File: src/rtl/nand_seq_pkg.sv
package nand_seq_pkg;
  localparam int PG_BYTES = 3;
  localparam int COL_MAX  = 2;
  localparam int PG_W     = 8 * PG_BYTES;
  localparam int MAX_CYC  = COL_MAX + PG_BYTES;
  localparam int IDX_W    = $clog2(MAX_CYC + 1);

  typedef struct packed {
    logic            col;
    logic            pg;
    logic            wide;
    logic            full;   // all PG_BYTES page bytes are due
    logic [PG_W-1:0] addr;
  } seq_req_t;
endpackage

File: src/rtl/nas_plan.sv
module nas_plan
  import nand_seq_pkg::*;
(
  input  seq_req_t         req,
  input  logic [IDX_W-1:0] idx,
  output logic [IDX_W-1:0] n_cyc,
  output logic [7:0]       byte_o,
  output logic             tag_o
);
  logic [IDX_W-1:0] n_col, n_pg, pg_idx;
  logic [7:0]       pg_byte [PG_BYTES];

  for (genvar g = 0; g < PG_BYTES; g++) begin : g_slice
    assign pg_byte[g] = req.addr[8*g +: 8];
  end

  always_comb begin
    n_col  = req.col ? (req.wide ? IDX_W'(COL_MAX) : IDX_W'(1)) : '0;
    n_pg   = req.pg ? (req.full ? IDX_W'(PG_BYTES) : IDX_W'(PG_BYTES - 1)) : '0;
    n_cyc  = n_col + n_pg;
    pg_idx = idx - n_col;
    byte_o = 8'h00;
    if (idx >= n_col) begin
      for (int k = 0; k < PG_BYTES; k++)
        if (pg_idx == IDX_W'(k)) byte_o = pg_byte[k];
    end
    tag_o = req.pg ? (idx == n_cyc - IDX_W'(1)) : (idx == '0);
  end
endmodule

File: src/rtl/nas_emit.sv
module nas_emit
  import nand_seq_pkg::*;
(
  input  logic             clk,
  input  logic             rst_n,
  input  logic             launch,
  input  logic             launch_empty,
  input  logic [IDX_W-1:0] n_cyc,
  input  logic             ready,
  output logic             busy,
  output logic [IDX_W-1:0] idx,
  output logic             done
);
  always_ff @(posedge clk or negedge rst_n) begin
    if (!rst_n) begin
      busy <= 1'b0;
      idx  <= '0;
      done <= 1'b0;
    end else begin
      done <= 1'b0;
      if (launch) begin
        busy <= 1'b1;
        idx  <= '0;
      end else if (launch_empty) begin
        done <= 1'b1;
      end else if (busy && ready) begin
        if (idx == n_cyc - IDX_W'(1)) begin
          busy <= 1'b0;
          done <= 1'b1;
        end else begin
          idx <= idx + IDX_W'(1);
        end
      end
    end
  end
endmodule

File: src/rtl/nand_addr_seq.sv
module nand_addr_seq
  import nand_seq_pkg::*;
#(
  parameter int CAP_W       = 6,
  parameter int BIG_CAP_LOG2 = 28,
  parameter int SML_CAP_LOG2 = 26
) (
  input  logic              clk,
  input  logic              rst_n,
  input  logic              start,
  input  logic              col_present,
  input  logic              page_present,
  input  logic [PG_W-1:0]   page_addr,
  input  logic              big_page,
  input  logic [CAP_W-1:0]  cap_log2,
  output logic              cyc_valid,
  input  logic              cyc_ready,
  output logic [7:0]        cyc_byte,
  output logic              cyc_last,
  output logic              busy,
  output logic              done
);
  seq_req_t         req_q;
  logic             take, empty, need_full;
  logic [IDX_W-1:0] idx, n_cyc;

  assign take      = start && !busy;
  assign empty     = !col_present && !page_present;
  assign need_full = big_page ? (cap_log2 >= CAP_W'(BIG_CAP_LOG2))
                              : (cap_log2 >= CAP_W'(SML_CAP_LOG2));

  always_ff @(posedge clk or negedge rst_n) begin
    if (!rst_n) req_q <= '0;
    else if (take && !empty)
      req_q <= '{col: col_present, pg: page_present, wide: big_page,
                 full: need_full, addr: page_addr};
  end

  nas_plan u_plan (
    .req(req_q), .idx(idx), .n_cyc(n_cyc), .byte_o(cyc_byte), .tag_o(cyc_last)
  );

  nas_emit u_emit (
    .clk(clk), .rst_n(rst_n), .launch(take && !empty),
    .launch_empty(take && empty), .n_cyc(n_cyc), .ready(cyc_ready),
    .busy(busy), .idx(idx), .done(done)
  );

  assign cyc_valid = busy;
endmodule

File: config.mk
export PLATFORM = sky130hd
export DESIGN_NAME = nand_addr_seq
export DESIGN_NICKNAME = d
export VERILOG_FILES = /design/src/rtl/nand_seq_pkg.sv /design/src/rtl/nas_plan.sv /design/src/rtl/nas_emit.sv /design/src/rtl/nand_addr_seq.sv
export SDC_FILE = /design/constraint.sdc
export NUM_CORES = 1
export LEC_CHECK = 0
export ABC_AREA = 1
export ABC_CLOCK_PERIOD_IN_PS = 6700
export BUFFER_PORTS_ARGS = -buffer_cell sky130_fd_sc_hd__buf_2
export CAP_MARGIN = 20
export CORE_ASPECT_RATIO = 0.75
export CORE_MARGIN = 3
export CORE_UTILIZATION = 37
export DETAILED_ROUTE_END_ITERATION = 16
export PLACE_DENSITY = 0.56
export SYNTH_ARGS = -nofsm -noshare
export SYNTH_HDL_FRONTEND = slang
export SYNTH_HIERARCHICAL = 1
export SYNTH_SLANG_ARGS = --single-unit
File: constraint.sdc
create_clock -name clk -period 6.7 [get_ports clk]
set_input_delay 1.005 -clock clk [delete_from_list [all_inputs] [get_ports clk]]
set_output_delay 1.005 -clock clk [all_outputs]
set_load 0.005 [all_outputs]
==> flow_summary_export.csv, run 1 <==
group,metric,value,unit
clock_tree,cts.root.buffer_cell,"sky130_fd_sc_hd__clkbuf_8",
worst_hold_path,hp-start,"req_q[16]$_DFFE_PN0P_",
status,run_status,"completed",
timing,fmaxAchievable,272,MHz
worst_hold_path,holdPathStages,2,
power_and_ir_drop,cellLeakagePower,1.49,nW
setup_path,path_max_fanout,10,
final_layout,final_cells,429,
placement,dp_hpwl,3410,um
setup_path,timing.rr.end,"u_emit/idx[2]$_DFFE_PN0P_",
yosys,synth_top_flop_cell,"sky130_fd_sc_hd__dfrtp_1",
setup_path,r2r.worst_path.cells,14,
yosys,synth_area_per_cell,6.97,um2
detailed_routing,drc,0,
setup_path,worstReg2RegStart,"req_q[25]$_DFFE_PN0P_",
setup_path,setup.worst_path.start_class,"register",
setup_path,crit_chain,"inv_1 > ha_1 > fa_1 > inv_1 > nor2_4 > nand3_1 > nand2_1 > inv_1 > nor2_1 > buf_2",
yosys,synth_cells,309,
timing,finalSetupViolations,0,
detailed_routing,avgViaCountPerCell,4.35,
timing,slew_viol_final,0,
clock_tree,clock_tree.htree_level_count,2,
power_and_ir_drop,peakVddDrop,167,uV
worst_hold_path,min_to,"req_q[16]$_DFFE_PN0P_",
placement,preCtsSetupSlack,3.36,ns
clock_tree,numClockSinks,33,
floorplanning,initial_cell_density_of_the_core,0.392,
clock_tree,cts.hold.buffers_added,0,
timing,grt_setup_unrepaired,"false",
placement,gp_routability_congestion,0.786,
yosys,cell_with_the_most_instances_after_synthesis,"sky130_fd_sc_hd__nand2_1",
yosys,synth_enable_flop_cells,0,
worst_hold_path,worst_hold_path_type,"register to register",
grt,initial_antenna_violation_count,0,
yosys,mappedNetlistNets,354,
yosys,synth_cell_types,23,
final_layout,nets,398,
power_and_ir_drop,power.density_cell_area,589,nW/um2
detailed_routing,drtPass1Iterations,4,
clock_tree,tritoncts_clock_tree,"yes",
setup_path,cpLargestDelayFamily,"adder cells",
yosys,yosys.area.top_type,"sky130_fd_sc_hd__dfrtp_1",
detailed_routing,wire_per_inst,11.2,um
clock_tree,insertion_delay,0.28,ns
timing,period_utilisation_layout,0.548,
floorplanning,core_area,5500,um2
detailed_routing,routed_wirelength,4800,um
setup_path,r2r_slack,4.38,ns
detailed_routing,drt_iter0_drc,111,
timing,timing.clock.skew,0.00773,ns
floorplanning,die_width,94.1,um
yosys,synth.top_cells.by_area,"sky130_fd_sc_hd__dfrtp_1 (38%), sky130_fd_sc_hd__nand2_1 (23%), sky130_fd_sc_hd__inv_1 (7.5%), sky130_fd_sc_hd__nand3_1 (5.6%), sky130_fd_sc_hd__ha_1 (3.5%)",
floorplanning,die-height,72.1,um
clock_tree,ctsLongestPathBuffers,2,
timing,worst_slack,3.03,ns
setup_path,slowest_stage_delay_cp,0.76,ns
grt,via_count_of_the_first_global_routing_pass,1760,
placement,dp.cells,421,
clock_tree,cts_post_setup_buffers_inserted,0,
setup_path,critPathArrivalTime,2.67,ns
yosys,post_synthesis_instance_area,2150,um2
timing,maxSlewHeadroom,0.494,
power_and_ir_drop,post-layout-total-power,1.47,mW
yosys,postSynthRegisterBits,33,
setup_path,critical-path-slowest-cell,"sky130_fd_sc_hd__fa_1",
placement,port_buffers,47,
yosys,netlist_top_cells_count,"sky130_fd_sc_hd__nand2_1 (134), sky130_fd_sc_hd__inv_1 (43), sky130_fd_sc_hd__dfrtp_1 (33)",
timing,finalHoldViolCount,0,
detailed_routing,vias,1867,
grt,grt_max_degree,34,
floorplanning,floorplan.die_area,6780,um2
setup_path,crit_path_frequent_cell,"sky130_fd_sc_hd__inv_1",
clock_tree,cts.reportedPaths.clkPinSlew,0.07,ns
grt,aggregate_global_route_resource_usage,0.153,
setup_path,critical_path.n_buffers_inverters,4,
detailed_routing,route.antenna.remaining_nets,0,
yosys,seq_area_frac_synth,0.383,
grt,grt-ovfl-total,0,
setup_path,worstPathRequired,5.69,ns
flow_run,maxCapViolations,0,
final_layout,fill_cells,581,
yosys,synth_largest_type_area_fraction,0.383,
yosys,ys.warnings.count,6,
timing,aggregate_negative_setup_slack,0,ns
final_layout,antenna-diode-count,0,
timing,timing.final.crit_period,3.67,ns
floorplanning,io-pin-count,49,
setup_path,timing_worst_setup_path_type,"register to output port",
placement,detailed_place.area,2390,um2
yosys,synthArstFlopShare,1.00,
setup_path,endpoint_kind,"output port",
clock_tree,cts-buffers-inserted,5,
clock_tree,post_cts_resize_count,0,
timing,worstMarginPinSlew,0.758,ns
final_layout,area_added_between_synthesis_and_finish,16.3,%
floorplanning,placement_rows,23,
final_layout,drive_gt1_frac,0.218,
grt,grt_pass1_wl,8270,um
final_layout,final_design_area_no_fill,2500,um2
-- power by group --
part	internal, mW	total (mW)	switching [mW]
Sequential	0.293	0.360	0.0667
Combinational	0.348	0.917	0.569
Clock	0.121	0.198	0.0762
Total	0.763	1.47	0.712
-- per-stage QoR --
stage               hold WS, ns   util
global placement          0.455  0.435
global route              0.501  0.456
detailed placement        0.459  0.435
finish                    0.475  0.456
floorplan                 0.440      -
CTS                       0.475  0.456
-- routing by layer --
| metal | part of all wire | GRT usage |
|---|---|---|
| met3 | 0.054 | 0.0363 |
| met2 | 0.38 | 0.212 |
| met4 | 0.0048 | 0.0337 |
| met5 | 0 | 0 |
| met1 | 0.56 | 0.240 |
-- final cells by class --
class                   count  area (um2)  share of cell area
clock buffers               7        86.3              0.0345
multi-input cells         218        1050               0.421
clock inverters             1        30.0              0.0120
well taps                  75        93.8              0.0375
repair buffers             47         235              0.0939
flip-flops and latches     33         826               0.330
inverters                  48         180              0.0719
-- worst reg2reg max path: cells and delay by family, from the launching register on --
family        cells  cell delay, ns
fa+ha+maj         3            0.94
buf+inv           3            0.16
flops             1            0.40
simple gates      8            0.77
-- kinds of logic after synthesis --
| group | Yosys count | share of synthesized area |
|---|---|---|
| and+or+nand+nor | 200 | 0.411 |
| buffers and inverters | 58 | 0.128 |
| DFF | 33 | 0.383 |
| AOI/OAI and AO/OA | 10 | 0.0250 |
| adders and majority gates | 8 | 0.0534 |
-- registers in the layout, indices dropped and copies added (netlist names) --
name,cells
req_q,28
u_emit/idx,3
u_emit/done,1
u_emit/busy,1
-- cell usage in the layout, fill, tap and decap left out, drive strengths merged --
cell type / instances
nand2: 142
inv: 48
buf: 47
dfrtp: 33
nand3: 25
nor2: 23
nand3b: 8
clkbuf: 7
o21ai: 7
ha: 6
a21oi: 3
fa: 2
bufinv: 1
or2: 1
nand4: 1
-- worst max-delay path by stage --
| stage | from | to | slack (ns) | depth (start not counted) |
|---|---|---|---|---|
| after CTS | u_emit/idx[0]$_DFFE_PN0P_ | cyc_byte[4] | 3.04 | 10 |
| after detailed placement | u_emit/idx[0]$_DFFE_PN0P_ | cyc_byte[4] | 3.36 | 10 |
| after global routing | u_emit/idx[0]$_DFFE_PN0P_ | cyc_byte[4] | 2.78 | 10 |
| final | u_emit/idx[0]$_DFFE_PN0P_ | cyc_byte[1] | 3.03 | 10 |
| after floorplan | req_q[25]$_DFFE_PN0P_ | cyc_last | 3.80 | 10 |
| after global placement | u_emit/idx[0]$_DFFE_PN0P_ | cyc_byte[4] | 3.35 | 10 |
Note: power is estimated with default switching activity, not from simulation.
==> inputs of run 2 (changes only) <==
--- a/config.mk
+++ b/config.mk
@@ -5,15 +5,15 @@
 export SDC_FILE = /design/constraint.sdc
 export NUM_CORES = 1
 export LEC_CHECK = 0
-export ABC_AREA = 1
-export ABC_CLOCK_PERIOD_IN_PS = 6700
+export ABC_AREA = 0
+export ABC_CLOCK_PERIOD_IN_PS = 3200
 export BUFFER_PORTS_ARGS = -buffer_cell sky130_fd_sc_hd__buf_2
 export CAP_MARGIN = 20
 export CORE_ASPECT_RATIO = 0.75
 export CORE_MARGIN = 3
 export CORE_UTILIZATION = 37
 export DETAILED_ROUTE_END_ITERATION = 16
-export PLACE_DENSITY = 0.56
+export PLACE_DENSITY = 0.59
 export SYNTH_ARGS = -nofsm -noshare
 export SYNTH_HDL_FRONTEND = slang
 export SYNTH_HIERARCHICAL = 1
==> constraint.sdc (replaced) <==
create_clock -name clk -period 3.2 [get_ports clk]
set_input_delay 0.48 -clock clk [delete_from_list [all_inputs] [get_ports clk]]
set_output_delay 0.48 -clock clk [all_outputs]
set_load 0.005 [all_outputs]
==> run 2 against run 1 <==
Effect of this change:
- via count down 26%
- register-to-register slack worse by 3.9 ns
- critical endpoint is now cyc_last
- worst setup slack worse by 2.8 ns
- clock-buffer cell count down 2
- clock skew up 0.0015 ns
- flip-flop and latch count unchanged
- critical path type unchanged
- synthesized cell count down 45%
- highest routed layer unchanged
- sequential power up 120%
- largest power group unchanged
- worst hold slack worse by 0.22 ns
- die area down 5.4%
- critical path depth unchanged
==> flow_summary_export.csv, run 2 <==
group,metric,value,unit
grt,via_count_of_the_first_global_routing_pass,1363,
clock_tree,cts.reportedPaths.clkPinSlew,0.08,ns
yosys,synth_largest_type_area_fraction,0.407,
final_layout,antenna-diode-count,0,
setup_path,worstPathRequired,2.72,ns
grt,grt_max_degree,35,
timing,timing.final.crit_period,3.02,ns
yosys,synthArstFlopShare,1.00,
timing,worst_slack,0.181,ns
timing,aggregate_negative_setup_slack,0,ns
worst_hold_path,worst_hold_path_type,"primary input to asynchronous set/reset pin",
floorplanning,placement_rows,22,
clock_tree,cts_post_setup_buffers_inserted,0,
yosys,synth_top_flop_cell,"sky130_fd_sc_hd__dfrtp_1",
yosys,yosys.area.top_type,"sky130_fd_sc_hd__dfrtp_1",
clock_tree,ctsLongestPathBuffers,2,
detailed_routing,drtPass1Iterations,4,
detailed_routing,vias,1386,
final_layout,area_added_between_synthesis_and_finish,20.4,%
grt,grt_pass1_wl,7020,um
timing,finalSetupViolations,0,
yosys,cell_with_the_most_instances_after_synthesis,"sky130_fd_sc_hd__dfrtp_1",
clock_tree,cts-buffers-inserted,5,
timing,grt_setup_unrepaired,"false",
power_and_ir_drop,power.density_cell_area,1330,nW/um2
detailed_routing,avgViaCountPerCell,4.75,
detailed_routing,route.antenna.remaining_nets,0,
timing,fmaxAchievable,331,MHz
setup_path,r2r.worst_path.cells,10,
setup_path,r2r_slack,0.48,ns
yosys,postSynthRegisterBits,33,
yosys,post_synthesis_instance_area,2030,um2
setup_path,endpoint_kind,"output port",
clock_tree,clock_tree.htree_level_count,2,
yosys,mappedNetlistNets,215,
detailed_routing,drt_iter0_drc,60,
setup_path,path_max_fanout,6,
placement,gp_routability_congestion,0.688,
floorplanning,die-height,70.1,um
final_layout,largest_register_ff_count,28,
power_and_ir_drop,peakVddDrop,632,uV
final_layout,reg_top3,"req_q: 28 flops, u_emit/idx: 3 flops",
clock_tree,tritoncts_clock_tree,"yes",
setup_path,critPathArrivalTime,2.54,ns
clock_tree,insertion_delay,0.28,ns
floorplanning,io-pin-count,49,
placement,port_buffers,47,
final_layout,final_cells,292,
final_layout,utilization,0.480,
grt,aggregate_global_route_resource_usage,0.138,
clock_tree,cts.root.buffer_cell,"sky130_fd_sc_hd__clkbuf_8",
clock_tree,numClockSinks,33,
timing,period_utilisation_layout,0.944,
yosys,synth.top_cells.by_area,"sky130_fd_sc_hd__dfrtp_1 (41%), sky130_fd_sc_hd__mux2_4 (14%), sky130_fd_sc_hd__o211a_1 (3.9%), sky130_fd_sc_hd__ha_1 (3.7%), sky130_fd_sc_hd__inv_1 (3.5%)",
clock_tree,cts.hold.buffers_added,0,
final_layout,most_used_cells_in_the_layout_excluding_fill_and_tap_cells,"sky130_fd_sc_hd__buf_2 (47), sky130_fd_sc_hd__dfrtp_1 (32), sky130_fd_sc_hd__mux2_4 (19), sky130_fd_sc_hd__inv_1 (19), sky130_fd_sc_hd__a21oi_1 (10)",
setup_path,worstReg2RegStart,"req_q[26]$_DFFE_PN0P_",
floorplanning,die_width,91.5,um
yosys,synth_enable_flop_cells,0,
power_and_ir_drop,post-layout-total-power,3.25,mW
final_layout,fill_cells,491,
status,run_status,"completed",
final_layout,nets,264,
timing,finalHoldViolCount,0,
timing,slew_viol_final,0,
floorplanning,initial_cell_density_of_the_core,0.399,
setup_path,timing.rr.end,"u_emit/idx[0]$_DFFE_PN0P_",
yosys,synth_cell_types,46,
final_layout,registers.top_by_ff_count,"req_q",
detailed_routing,wire_per_inst,13.7,um
yosys,ys.warnings.count,6,
timing,timing.clock.skew,0.00924,ns
yosys,netlist_top_cells_count,"sky130_fd_sc_hd__dfrtp_1 (33), sky130_fd_sc_hd__inv_1 (19), sky130_fd_sc_hd__mux2_4 (19)",
grt,grt-ovfl-total,0,
final_layout,layout_commonest_cell,"sky130_fd_sc_hd__buf_2",
setup_path,timing_worst_setup_path_type,"register to output port",
yosys,synth_area_per_cell,11.9,um2
floorplanning,core_area,5090,um2
timing,maxSlewHeadroom,0.499,
final_layout,drive_gt1_frac,0.414,
floorplanning,floorplan.die_area,6420,um2
detailed_routing,drc,0,
power_and_ir_drop,cellLeakagePower,1.23,nW
placement,dp.cells,284,
grt,initial_antenna_violation_count,0,
placement,preCtsSetupSlack,0.344,ns
yosys,synth_cells,170,
flow_run,maxCapViolations,0,
setup_path,setup.worst_path.start_class,"register",
placement,dp_hpwl,2880,um
yosys,seq_area_frac_synth,0.407,
timing,worstMarginPinSlew,0.752,ns
clock_tree,post_cts_resize_count,0,
detailed_routing,routed_wirelength,4010,um
-- run 2: stage by stage --
stage	area [um2]	hold slack, ns
2_1_floorplan	2030	0.184
3_3_place_gp	2300	0.471
3_5_place_dp	2300	0.486
4_1_cts	2440	0.285
5_1_grt	2440	0.313
6_report	2440	0.256
-- run 2: final cells by class --
type / instances / area, um2 / area share
Clock inverter: 3 / 65.1 / 0.0266
Sequential cell: 33 / 827 / 0.338
Clock buffer: 5 / 68.8 / 0.0282
Inverter: 19 / 71.3 / 0.0292
Multi-Input combinational cell: 111 / 1070 / 0.438
Tap cell: 72 / 90.1 / 0.0369
Timing Repair Buffer: 49 / 250 / 0.102
-- run 2: worst max-delay path: stages (launching register included) --
cell	delay, ns
sky130_fd_sc_hd__dfrtp_2	0.44
sky130_fd_sc_hd__and2_1	0.15
sky130_fd_sc_hd__ha_1	0.18
sky130_fd_sc_hd__inv_1	0.07
sky130_fd_sc_hd__fa_1	0.41
sky130_fd_sc_hd__ha_1	0.32
sky130_fd_sc_hd__xnor2_1	0.14
sky130_fd_sc_hd__nor3_1	0.18
sky130_fd_sc_hd__a21oi_1	0.11
sky130_fd_sc_hd__o21ai_1	0.12
sky130_fd_sc_hd__buf_2	0.13
-- run 2: worst max-delay path by stage --
| stage | start | endpoint | slack, ns | depth (start not counted) |
|---|---|---|---|---|
| global route | req_q[25]$_DFFE_PN0P_ | cyc_last | 0.003 | 10 |
| floorplan | req_q[26]$_DFFE_PN0P_ | u_emit/idx[0]$_DFFE_PN0P_ | 0.58 | 10 |
| CTS | req_q[26]$_DFFE_PN0P_ | cyc_last | 0.03 | 10 |
| global placement | req_q[26]$_DFFE_PN0P_ | cyc_last | 0.44 | 10 |
| detailed placement | req_q[26]$_DFFE_PN0P_ | cyc_last | 0.34 | 10 |
| finish | req_q[26]$_DFFE_PN0P_ | cyc_last | 0.18 | 10 |
-- run 2: power breakdown --
part / internal, mW / leakage [nW] / switching [mW]
combinational: 1.01 / 0.772 / 0.986
sequential: 0.626 / 0.392 / 0.150
clock: 0.310 / 0.0681 / 0.164
total: 1.95 / 1.23 / 1.30
-- run 2: metal layers --
layer,vias to the layer above,track usage,part of all wire
li1,704,-,-
met1,645,0.216,0.54
met2,32,0.178,0.39
met3,5,0.0388,0.056
met4,0,0.0401,0.011
met5,-,0,0
-- run 2: cells by family (layout without fill, tap and decap cells) --
logic type | after synthesis | after routing | share of synthesized area
simple gates | 31 | 31 | 0.0980
compound gates | 38 | 38 | 0.149
buf+inv | 26 | 76 | 0.0678
flops | 33 | 33 | 0.407
mux | 27 | 27 | 0.184
xor+xnor | 7 | 7 | 0.0376
fa+ha+maj | 8 | 8 | 0.0567
